`config.mk`:
```
export PLATFORM = sky130hd
export DESIGN_NAME = shreg_latch
export DESIGN_NICKNAME = d
export VERILOG_FILES = /design/src/rtl/shreg_latch_pkg.sv /design/src/rtl/shreg_rise_det.sv /design/src/rtl/shreg_clr_sync.sv /design/src/rtl/shreg_chain.sv /design/src/rtl/shreg_hold.sv /design/src/rtl/shreg_latch.sv
export SDC_FILE = /design/constraint.sdc
export NUM_CORES = 1
export LEC_CHECK = 0
export BUFFER_PORTS_ARGS = -buffer_cell sky130_fd_sc_hd__buf_2
export CAP_MARGIN = 10
export CORE_MARGIN = 5
export CORE_UTILIZATION = 43
export DETAILED_ROUTE_END_ITERATION = 7
export PLACE_DENSITY = 0.71
export SKIP_CTS_REPAIR_TIMING = 1
export SLEW_MARGIN = 40
export SYNTH_ARGS = -nofsm -noshare
export SYNTH_HDL_FRONTEND = slang
export SYNTH_SLANG_ARGS = --single-unit
```
`constraint.sdc`:
```
create_clock -name clk -period 2 [get_ports clk]
set_input_delay 0.2 -clock clk [delete_from_list [all_inputs] [get_ports clk]]
set_output_delay 0.2 -clock clk [all_outputs]
set_load 0.02 [all_outputs]
```
`src/rtl/shreg_latch_pkg.sv`:
```
// Package: shared defaults and the strobe bundle for the shift/latch block.
// Assumes: consumers import it before declaring their ports.
package shreg_latch_pkg;
    parameter int unsigned DEF_WIDTH       = 8;
    parameter int unsigned DEF_SYNC_STAGES = 2;

    localparam int unsigned STROBE_CNT = 2;
    localparam int unsigned IDX_SHIFT  = 0;
    localparam int unsigned IDX_STORE  = 1;

    // Strobe actions for one clock cycle.
    typedef struct packed {
        logic store_go;
        logic shift_go;
    } strobe_t;
endpackage

```
`src/rtl/shreg_rise_det.sv`:
```
// Module: shreg_rise_det
// Detects a low-to-high change on each of N level inputs that are sampled on
// clk. The output pulse is combinational from the input and lasts one cycle.
// Assumes: the inputs are synchronous to clk; rst_n is synchronous.
module shreg_rise_det #(
    parameter int unsigned N = 2
) (
    input  logic         clk,
    input  logic         rst_n,
    input  logic [N-1:0] lvl,
    output logic [N-1:0] rise
);
    logic [N-1:0] prev_q;

    for (genvar i = 0; i < N; i++) begin : g_det
        // Remember last cycle's level of strobe i.
        always_ff @(posedge clk) begin
            if (!rst_n) prev_q[i] <= 1'b0;
            else        prev_q[i] <= lvl[i];
        end

        // Pulse when strobe i is high now and was low before.
        assign rise[i] = lvl[i] & ~prev_q[i];
    end
endmodule

```
`src/rtl/shreg_clr_sync.sv`:
```
// Module: shreg_clr_sync
// Produces run_ok, which drops at once when clear_n goes low and rises only
// STAGES clock edges after clear_n returns high.
// Assumes: STAGES >= 1; rst_n is synchronous and also forces run_ok low.
module shreg_clr_sync #(
    parameter int unsigned STAGES = 2
) (
    input  logic clk,
    input  logic rst_n,
    input  logic clear_n,
    output logic run_ok
);
    logic [STAGES-1:0] sync_q;

    if (STAGES == 1) begin : g_one
        // Single-stage release flop.
        always_ff @(posedge clk or negedge clear_n) begin
            if (!clear_n)   sync_q <= '0;
            else if (!rst_n) sync_q <= '0;
            else            sync_q <= 1'b1;
        end
    end else begin : g_many
        // Shift a one through the release chain.
        always_ff @(posedge clk or negedge clear_n) begin
            if (!clear_n)   sync_q <= '0;
            else if (!rst_n) sync_q <= '0;
            else            sync_q <= {sync_q[STAGES-2:0], 1'b1};
        end
    end

    assign run_ok = sync_q[STAGES-1];
endmodule

```
`src/rtl/shreg_chain.sv`:
```
// Module: shreg_chain
// WIDTH shift stages. Stage 0 takes ser_in on advance. Stages are cleared
// asynchronously by clear_n and synchronously by rst_n.
// Assumes: advance is a single-cycle pulse that is already qualified.
module shreg_chain #(
    parameter int unsigned WIDTH = 8
) (
    input  logic             clk,
    input  logic             rst_n,
    input  logic             clear_n,
    input  logic             advance,
    input  logic             ser_in,
    output logic [WIDTH-1:0] stage_q
);
    logic [WIDTH-1:0] stage_nx;

    for (genvar i = 0; i < WIDTH; i++) begin : g_stage
        if (i == 0) begin : g_head
            assign stage_nx[i] = ser_in;
        end else begin : g_body
            assign stage_nx[i] = stage_q[i-1];
        end
    end

    // Stage register: async clear, sync reset, shift on advance.
    always_ff @(posedge clk or negedge clear_n) begin
        if (!clear_n)    stage_q <= '0;
        else if (!rst_n) stage_q <= '0;
        else if (advance) stage_q <= stage_nx;
    end
endmodule

```
`src/rtl/shreg_hold.sv`:
```
// Module: shreg_hold
// Holding register loaded from the shift stages on capture. It is cleared only
// by the synchronous system reset, never by the shift clear.
// Assumes: capture is a single-cycle pulse.
module shreg_hold #(
    parameter int unsigned WIDTH = 8
) (
    input  logic             clk,
    input  logic             rst_n,
    input  logic             capture,
    input  logic [WIDTH-1:0] d,
    output logic [WIDTH-1:0] q
);
    // Load the pre-edge shift contents on capture.
    always_ff @(posedge clk) begin
        if (!rst_n)       q <= '0;
        else if (capture) q <= d;
    end
endmodule

```
`src/rtl/shreg_latch.sv`:
```
// Module: shreg_latch (top)
// Serial-in shift register with a separately strobed holding register,
// an output-enable flag and a cascade output.
// Assumes: shift_clk, store_clk, ser_in and out_en_n are synchronous to clk;
// clear_n may change at any time.
module shreg_latch
    import shreg_latch_pkg::*;
#(
    parameter int unsigned WIDTH       = DEF_WIDTH,
    parameter int unsigned SYNC_STAGES = DEF_SYNC_STAGES
) (
    input  logic             clk,
    input  logic             rst_n,
    input  logic             shift_clk,
    input  logic             store_clk,
    input  logic             clear_n,
    input  logic             out_en_n,
    input  logic             ser_in,
    output logic [WIDTH-1:0] par_data,
    output logic             par_oe,
    output logic             cascade_out
);
    localparam int unsigned MSB = WIDTH - 1;

    logic [STROBE_CNT-1:0] lvl;
    logic [STROBE_CNT-1:0] rise;
    logic                  run_ok;
    strobe_t               act;
    logic                  shift_go;
    logic                  store_go;
    logic [WIDTH-1:0]      stage_q;

    assign lvl[IDX_SHIFT] = shift_clk;
    assign lvl[IDX_STORE] = store_clk;

    shreg_rise_det #(.N(STROBE_CNT)) u_rise (
        .clk  (clk),
        .rst_n(rst_n),
        .lvl  (lvl),
        .rise (rise)
    );

    shreg_clr_sync #(.STAGES(SYNC_STAGES)) u_clr (
        .clk    (clk),
        .rst_n  (rst_n),
        .clear_n(clear_n),
        .run_ok (run_ok)
    );

    // Qualify the strobe edges: a shift waits for the clear release.
    always_comb begin
        act.shift_go = rise[IDX_SHIFT] & run_ok;
        act.store_go = rise[IDX_STORE];
    end

    assign shift_go = act.shift_go;
    assign store_go = act.store_go;

    shreg_chain #(.WIDTH(WIDTH)) u_chain (
        .clk    (clk),
        .rst_n  (rst_n),
        .clear_n(clear_n),
        .advance(shift_go),
        .ser_in (ser_in),
        .stage_q(stage_q)
    );

    shreg_hold #(.WIDTH(WIDTH)) u_hold (
        .clk    (clk),
        .rst_n  (rst_n),
        .capture(store_go),
        .d      (stage_q),
        .q      (par_data)
    );

    assign par_oe      = ~out_en_n;
    assign cascade_out = stage_q[MSB];
endmodule

```
Word level (Yosys, flattened, before mapping)
Cells that the tools add are included.
{"block": "op_classes", "bitwise": 6, "n_mux": 3, "eq_ne": 1}
{"operator": "$mux W8", "count": 2}
{"operator": "$and A1 B1 Y1", "count": 3}
{"operator": "$not A1 Y1", "count": 3}
{"operator": "$mux W2", "count": 1}
{"operator": "$ne A2 B1 Y1 const B", "count": 1}
{"block": "word_totals", "in_bits": 7, "regBits": 20, "word_cells": 15}

Depth between registers and ports, before layout
Gate-level depths: netlist (run 1).
{"block": "logic_depth", "ltp_word": 5, "mapped_depth": 4, "mapped_depth_nobuf": 3}

Modules after synthesis
Synthesis (run 1) repeated with hierarchy kept, for this count alone.
{"block": "hier_totals", "cells_unflattened": 61, "area_unflattened_um2": 789.5}
{"module": "shreg_chain", "area_each_um2": 341.6, "seq_area_each_um2": 200.2, "cells_each": 25, "n_inst": 1}
{"module": "shreg_hold", "area_each_um2": 301.5, "seq_area_each_um2": 160.2, "cells_each": 25, "n_inst": 1}
{"module": "shreg_rise_det", "area_each_um2": 80.1, "seq_area_each_um2": 40.0, "cells_each": 6, "n_inst": 1}
{"module": "shreg_clr_sync", "area_each_um2": 56.3, "seq_area_each_um2": 50.0, "cells_each": 3, "n_inst": 1}
{"module": "shreg_latch", "area_each_um2": 10.0, "seq_area_each_um2": 0.0, "cells_each": 2, "n_inst": 1}

Worst setup path before layout (run 1)
Ideal clock, no wire load.
{"block": "synth_timing", "kind": "register to register", "startpoint": "register u_rise.prev_q[1]", "endpoint": "register u_hold.q[7]", "setup_slack_ns": 1.121, "stages_incl_launch_ff": 5, "arrival_ns": 0.763, "t_required_ns": 1.884, "cell_sequence": "dfxtp_1 -> nor2b_4 -> buf_6 -> mux2i_1 -> nor2b_1"}
{"block": "synth_via", "elab_chain_len": 2}
{"element": "from (decl)", "line_no": "shreg_rise_det.sv:13", "source": "logic [N-1:0] prev_q;"}
{"element": "from (signal, indexed assignment)", "line_no": "shreg_rise_det.sv:19", "source": "else prev_q[i] <= lvl[i];"}
{"element": "$not A1 Y1", "line_no": "shreg_rise_det.sv:23", "source": "assign rise[i] = lvl[i] & ~prev_q[i];"}
{"element": "$and A1 B1 Y1", "line_no": "shreg_rise_det.sv:23"}
{"element": "to (signal assigned)", "line_no": "shreg_hold.sv:16", "source": "if (!rst_n) q <= '0;"}
{"element": "to (signal assigned)", "line_no": "shreg_hold.sv:17", "source": "else if (capture) q <= d;"}
{"element": "to (decl)", "line_no": "shreg_hold.sv:12", "source": "output logic [WIDTH-1:0] q"}
Every way passes these cells.
A chain may end at the register's enable or synchronous reset.

Worst setup path after layout (run 1)
{"block": "layout_timing", "startpoint": "register u_chain.stage_q[7]", "endpoint": "output port cascade_out"}
{"element": "from (decl)", "line_no": "shreg_chain.sv:13", "source": "output logic [WIDTH-1:0] stage_q"}
{"element": "from (signal assigned)", "line_no": "shreg_chain.sv:29", "source": "else if (advance) stage_q <= stage_nx;"}
{"element": "to (decl)", "line_no": "shreg_latch.sv:21", "source": "output logic cascade_out"}
No word-level cell between the ends.

==> flow_metrics.env, run 1 <==
export IMPL_cp_start_kind="flip-flop"
export IMPL_routed_wl_um=1223
export IMPL_critPathSlowestCell="dfrtp_1"
export IMPL_max_slew_margin_rel=0.7351
export IMPL_via_count=499
export IMPL_yosys_warnings=0
export IMPL_hp_start="ser_in"
export IMPL_switching_power_mw=0.1392
export IMPL_synth_top_family_by_area="simple AND/OR/NAND/NOR gates"
export IMPL_drc_errors=0
export IMPL_htree_levels=1
export IMPL_rsz0062_at_grt="no"
export IMPL_grt_max_degree=29
export IMPL_antenna_found_initial=0
export IMPL_die_w_um=52.82
export IMPL_combPwrFrac=0.066
export IMPL_skew_ns=0.002480
export IMPL_cts_tree="yes"
export IMPL_status="finished clean"
export IMPL_synth_seq_cells=20
export IMPL_dpl_cell_area_sq_um=859.6
export IMPL_reg2regPathDepth=3
export IMPL_overflow=0
export IMPL_stdcell_count=111
export IMPL_n_antenna_cell=0
export IMPL_max_vdd_ir_drop_mv=0.3995
export IMPL_p_per_area_mw_per_mm2=710.4
export IMPL_utilization=0.5167
export IMPL_cp_num_cells=1
export IMPL_synth_fp_nets=78
export IMPL_hold_class="in2reg"
export IMPL_rows=15
export IMPL_max_freq_ghz=0.9436
export IMPL_maxCapViolCount=0
export IMPL_yosysUniqueCellTypes=17
export IMPL_path_cells="buf_2"
export IMPL_die_area_sq_mm=0.002789
export IMPL_hold_depth=3
export IMPL_critPathMaxStageDelay_ns=0.41
export IMPL_synth_xor_area_frac=0
export IMPL_critical_path_buf_inv_count=1
export IMPL_timing_hold_ws_ns=0.1400
export IMPL_tightestPinTransition_ns=0.3973
export IMPL_critPathTopFamily="flip-flops"
export IMPL_synth_fa_ha_area_frac=0
export IMPL_final_max_slew_viol_count=0
export IMPL_p_int_mw=0.4945
export IMPL_netlist_area_sq_um=788.3
export IMPL_place_inst=107
export IMPL_setup_tns_ns=0
export IMPL_end_kind="output port"
export IMPL_max_clock_path_buffers=2
export IMPL_drt_iter0_drc=4
export IMPL_crit_required_ns=1.80
export IMPL_start_util=0.4565
export IMPL_syn2layout_area_growth_pct=13.17
export IMPL_dr_pass1_iters=3
export IMPL_worstSkewPairLatency_ns=0.29
export IMPL_globalplace_congestion=0.7056
export IMPL_grt_pass1_wl_um=2070
export IMPL_r2r_start="u_rise.prev_q[1]"
export IMPL_cts_buffers=3
export IMPL_grt_usage=0.1022
export IMPL_layout_commonest_cell="buf_2"
export IMPL_clkPwrFrac=0.288
export IMPL_synthSimpleGateAreaFrac=0.2206
export IMPL_finalCritPeriodShare=0.5299
export IMPL_synth_compound_area_frac=0.05079
export IMPL_setup_viol=0
export IMPL_pre_cts_ws_ns=0.9692
export IMPL_final_nets=95
export IMPL_first_global_vias=481
export IMPL_avgSynthCellArea_sq_um=11.10
export IMPL_synthCells=71
export IMPL_p_seq_frac=0.645
export IMPL_fin_area_sq_um=892.1
export IMPL_final_cell_mix="buf_2, dfrtp_1, dfxtp_1"
export IMPL_core_area_sq_mm=0.001727
export IMPL_portBuffers=16
export IMPL_p_sw_frac=0.2197
export IMPL_period_needed_ns=1.060
export IMPL_viasPerCell=4.495
export IMPL_cts_root_buffer="clkbuf_4"
export IMPL_clkTransAtPathRegs_ns=0.10
export IMPL_cp_max_fo=3
export IMPL_dp_hpwl_um=858.4
export IMPL_timing_final_ws_setup_ns=0.9402
export IMPL_finalHoldViolCount=0
export IMPL_worstSetupPathType="reg2out"
export IMPL_drive_gt1_frac=0.2558
export IMPL_synth_mux_area_frac=0.1016
export IMPL_cp_arrival_ns=0.86
export IMPL_pin_count=17
export IMPL_leakage_nw=0.4149
export IMPL_n_fill_cell=167
export IMPL_crit_path_start="u_chain.stage_q[7]"
export IMPL_wire_per_inst_um=11.02
export IMPL_die_y_um=52.82
export IMPL_p_total_mw=0.6338
export IMPL_yosysSeqAreaShare=0.5714
export IMPL_ant_nets=0
export IMPL_numClockSinks=20
-- area by class of cell --
cell class / count / area, sq um / share of cell area
Tap cell: 25 / 31.28 / 0.03506
Inverter: 1 / 3.754 / 0.004208
Clock buffer: 3 / 22.52 / 0.02525
Multi-Input combinational cell: 45 / 294.0 / 0.3296
Timing Repair Buffer: 17 / 90.09 / 0.1010
Sequential cell: 20 / 450.4 / 0.5049
-- sequential cells by signal (all words and copies together), names as in the netlist --
| register | flops |
|---|---|
| u_chain.stage_q | 8 |
| u_clr.sync_q | 2 |
| u_hold.q | 8 |
| u_rise.prev_q | 2 |
-- per-layer routing --
metal,track usage,vias to the layer above,share of wire
met1,0.1313,226,0.49
met3,0.02564,0,0.054
met5,0,-,0
met2,0.1570,8,0.45
met4,0.05106,0,0
li1,-,265,-
-- Yosys cell counts --
cell      count  area share
nor2b_4       1       0.017
dfrtp_1      10        0.32
nand3_1       8       0.051
clkbuf_2      1      0.0063
nand2_1       8       0.038
and2_1        2       0.016
o21ai_0       7       0.044
buf_2         1      0.0063
nand3b_4      1       0.025
and2_2        1      0.0095
dfxtp_1      10        0.25
buf_6         2       0.029
mux2i_1       8        0.10
inv_1         1      0.0048
buf_4         1      0.0095
nor2b_1       8       0.063
o21ai_1       1      0.0063
-- power by group through the flow --
stage	sequential, mW	combinational (mW)	clock, mW
4_1_cts	0.409	0.0416	0.187
3_5_place_dp	0.418	0.0413	0
2_1_floorplan	0.418	0.0323	0
6_report	0.409	0.0421	0.183
5_1_grt	0.410	0.0474	0.202
3_3_place_gp	0.417	0.0406	0
-- worst paths after layout --
check                                     end  slack, ns
setup / recovery                  cascade_out       0.94
hold / removal             u_chain.stage_q[0]       0.14
setup reg to reg                  u_hold.q[3]       0.97
hold reg to reg               u_clr.sync_q[1]       0.47
max in group asynchronous  u_chain.stage_q[3]       1.53
min in group asynchronous  u_chain.stage_q[7]       0.28
-- logic make-up (layout without fill, tap and decap cells) --
family	Yosys count	count (layout)
AOI/OAI and AO/OA	8	8
buffers and inverters	6	21
DFF	20	20
muxes	8	8
and+or+nand+nor	29	29
Note: power is estimated with default switching activity, not from simulation.
==> run 2: changes to the inputs <==
--- a/config.mk
+++ b/config.mk
@@ -10,7 +10,7 @@
 export CORE_MARGIN = 5
 export CORE_UTILIZATION = 43
 export DETAILED_ROUTE_END_ITERATION = 7
-export PLACE_DENSITY = 0.71
+export PLACE_DENSITY = 0.74
 export SKIP_CTS_REPAIR_TIMING = 1
 export SLEW_MARGIN = 40
 export SYNTH_ARGS = -nofsm -noshare
==> constraint.sdc (replaced) <==
create_clock -name clk -period 0.9 [get_ports clk]
set_input_delay 0.09 -clock clk [delete_from_list [all_inputs] [get_ports clk]]
set_output_delay 0.09 -clock clk [all_outputs]
set_load 0.02 [all_outputs]
==> run 2 against run 1 <==
The flow now finishes with violations (negative setup slack). Non-clock buffer count rose by 4. Core utilization rose by 8.9 points. First-iteration DRC count fell by 100%. Flip-flop and latch count did not move. Clock-buffer cell count rose by 1. Critical path depth rose by 3. Global-route usage rose by 0.73 points. Via count rose by 13%. Hold slack got worse by 0.11 ns.
==> flow_metrics.env, run 2 (same netlist as run 1, synthesis figures left out) <==
export IMPL_viasPerCell=4.821
export IMPL_wl_met2_um=747
export IMPL_grt_usage=0.1095
export IMPL_pin_count=17
export IMPL_timing_final_ws_setup_ns=-0.05938
export IMPL_portBuffers=16
export IMPL_first_global_vias=486
export IMPL_wirelength_met1_um=628
export IMPL_finalCritPeriodShare=1.066
export IMPL_drive_gt1_frac=0.4674
export IMPL_path_cells="nor2b_4 -> buf_12 -> mux2i_1 -> nor2b_1"
export IMPL_clkPwrFrac=0.291
export IMPL_max_clock_path_buffers=2
export IMPL_top_layer="met4"
export IMPL_skew_ns=0.004995
export IMPL_die_y_um=52.82
export IMPL_dp_hpwl_um=905.2
export IMPL_pre_cts_ws_ns=-0.05648
export IMPL_start_util=0.4565
export IMPL_worstSkewPairLatency_ns=0.30
export IMPL_combPwrFrac=0.084
export IMPL_crit_required_ns=1.10
export IMPL_htree_levels=1
export IMPL_final_cell_mix="dfrtp_1, nand2_1, mux2i_1, nor2b_1, buf_4"
export IMPL_maxCapViolCount=0
export IMPL_dr_pass1_iters=1
export IMPL_layout_commonest_cell="dfrtp_1"
export IMPL_cp_start_kind="flip-flop"
export IMPL_leakage_nw=0.4653
export IMPL_max_freq_ghz=1.042
export IMPL_cts_root_buffer="clkbuf_4"
export IMPL_final_max_slew_viol_count=0
export IMPL_p_int_mw=1.135
export IMPL_max_vdd_ir_drop_mv=1.227
export IMPL_p_total_mw=1.463
export IMPL_numClockSinks=20
export IMPL_setup_viol=9
export IMPL_globalplace_congestion=0.6924
export IMPL_violations="negative setup slack"
export IMPL_wl_met3_um=85
export IMPL_finalHoldViolCount=0
export IMPL_rrSetupSlack_ns=-0.06
export IMPL_worstSetupPathType="reg2reg"
export IMPL_drc_errors=0
export IMPL_cts_tree="yes"
export IMPL_overflow=0
export IMPL_grt_pass1_wl_um=2125
export IMPL_grt_max_degree=29
export IMPL_antenna_found_initial=0
export IMPL_max_slew_margin_rel=0.6876
export IMPL_cp_max_fo=8
export IMPL_routed_wl_um=1502
export IMPL_die_area_sq_mm=0.002789
export IMPL_via_count=564
export IMPL_reg_top3="u_chain.stage_q (8), u_hold.q (8)"
export IMPL_wire_per_inst_um=12.84
export IMPL_ant_nets=0
export IMPL_syn2layout_area_growth_pct=32.70
export IMPL_end_kind="flip-flop"
export IMPL_p_seq_frac=0.625
export IMPL_hold_class="in2reg"
export IMPL_rows=15
export IMPL_p_sw_frac=0.2241
export IMPL_drt_iter0_drc=0
export IMPL_tightestPinTransition_ns=0.4687
export IMPL_clkTransAtPathRegs_ns=0.10
export IMPL_n_antenna_cell=0
export IMPL_rsz0062_at_grt="yes"
export IMPL_critPathMaxStageDelay_ns=0.34
export IMPL_p_per_area_mw_per_mm2=1398
export IMPL_die_w_um=52.82
export IMPL_cp_arrival_ns=1.16
export IMPL_switching_power_mw=0.3278
export IMPL_cts_buffers=3
export IMPL_status="finished with violations"
export IMPL_final_nets=100
export IMPL_core_area_sq_mm=0.001727
export IMPL_critPathSlowestCell="dfxtp_2"
export IMPL_period_needed_ns=0.9594
[run 2: cell count changes in the layout (fill, tap and decap cells not counted), sizes merged]
| cell | previous run | this run |
|---|---|---|
| buf | 16 | 19 |
| clkbuf | 3 | 4 |
| dlygate4sd3 | 1 | 2 |
| nand3b | 1 | 2 |
[run 2: routing by layer]
metal,up-vias,track usage
li1,279,-
met1,266,0.1320
met2,15,0.1550
met3,4,0.05413
met4,0,0.06383
met5,-,0
[run 2: final timing paths]
path / startpoint / end / depth (start not counted)
max: u_rise.prev_q[1] / u_hold.q[2] / 4
min: store_clk / u_rise.prev_q[1] / 2
max reg2reg: u_rise.prev_q[1] / u_hold.q[2] / 4
min reg2reg: u_clr.sync_q[0] / u_clr.sync_q[1] / 1
max in group asynchronous: clear_n / u_clr.sync_q[1] / 2
min in group asynchronous: clear_n / u_clr.sync_q[0] / 2
[run 2: critical path: cells and delay by family, from the launching register on]
family,cells,cell delay [ns]
buffers and inverters,1,0.14
multiplexers,1,0.20
flip-flops,1,0.34
AND/OR/NAND/NOR,2,0.18
[run 2: final cells by class]
class	instances	area [sq um]
well taps	25	31.28
multi-input cells	46	355.3
inverters	1	3.754
clock buffers	4	26.28
flip-flops and latches	20	460.4
repair buffers	21	168.9
fillers	151	680.7
[run 2: per-stage QoR]
stage	instances	TNS (ns)	utilization	hold slack (ns)	cell area, sq um
floorplan	71	0	-	-0.2056	788.3
global placement	108	-0.06477	0.5094	-0.04180	879.6
detailed placement	108	-0.2918	0.5094	-0.03671	879.6
CTS	112	-0.5033	0.5246	-0.3702	905.9
global route	117	-0.9771	0.6058	0.01468	1046
finish	117	-0.3263	0.6058	0.02999	1046
[run 2: power by group through the flow]
stage / registers (mW) / clock network (mW) / logic, mW
floorplan: 0.928 / 0 / 0.0718
global placement: 0.928 / 0 / 0.102
detailed placement: 0.929 / 0 / 0.105
CTS: 0.910 / 0.440 / 0.105
global route: 0.916 / 0.490 / 0.135
finish: 0.914 / 0.425 / 0.124
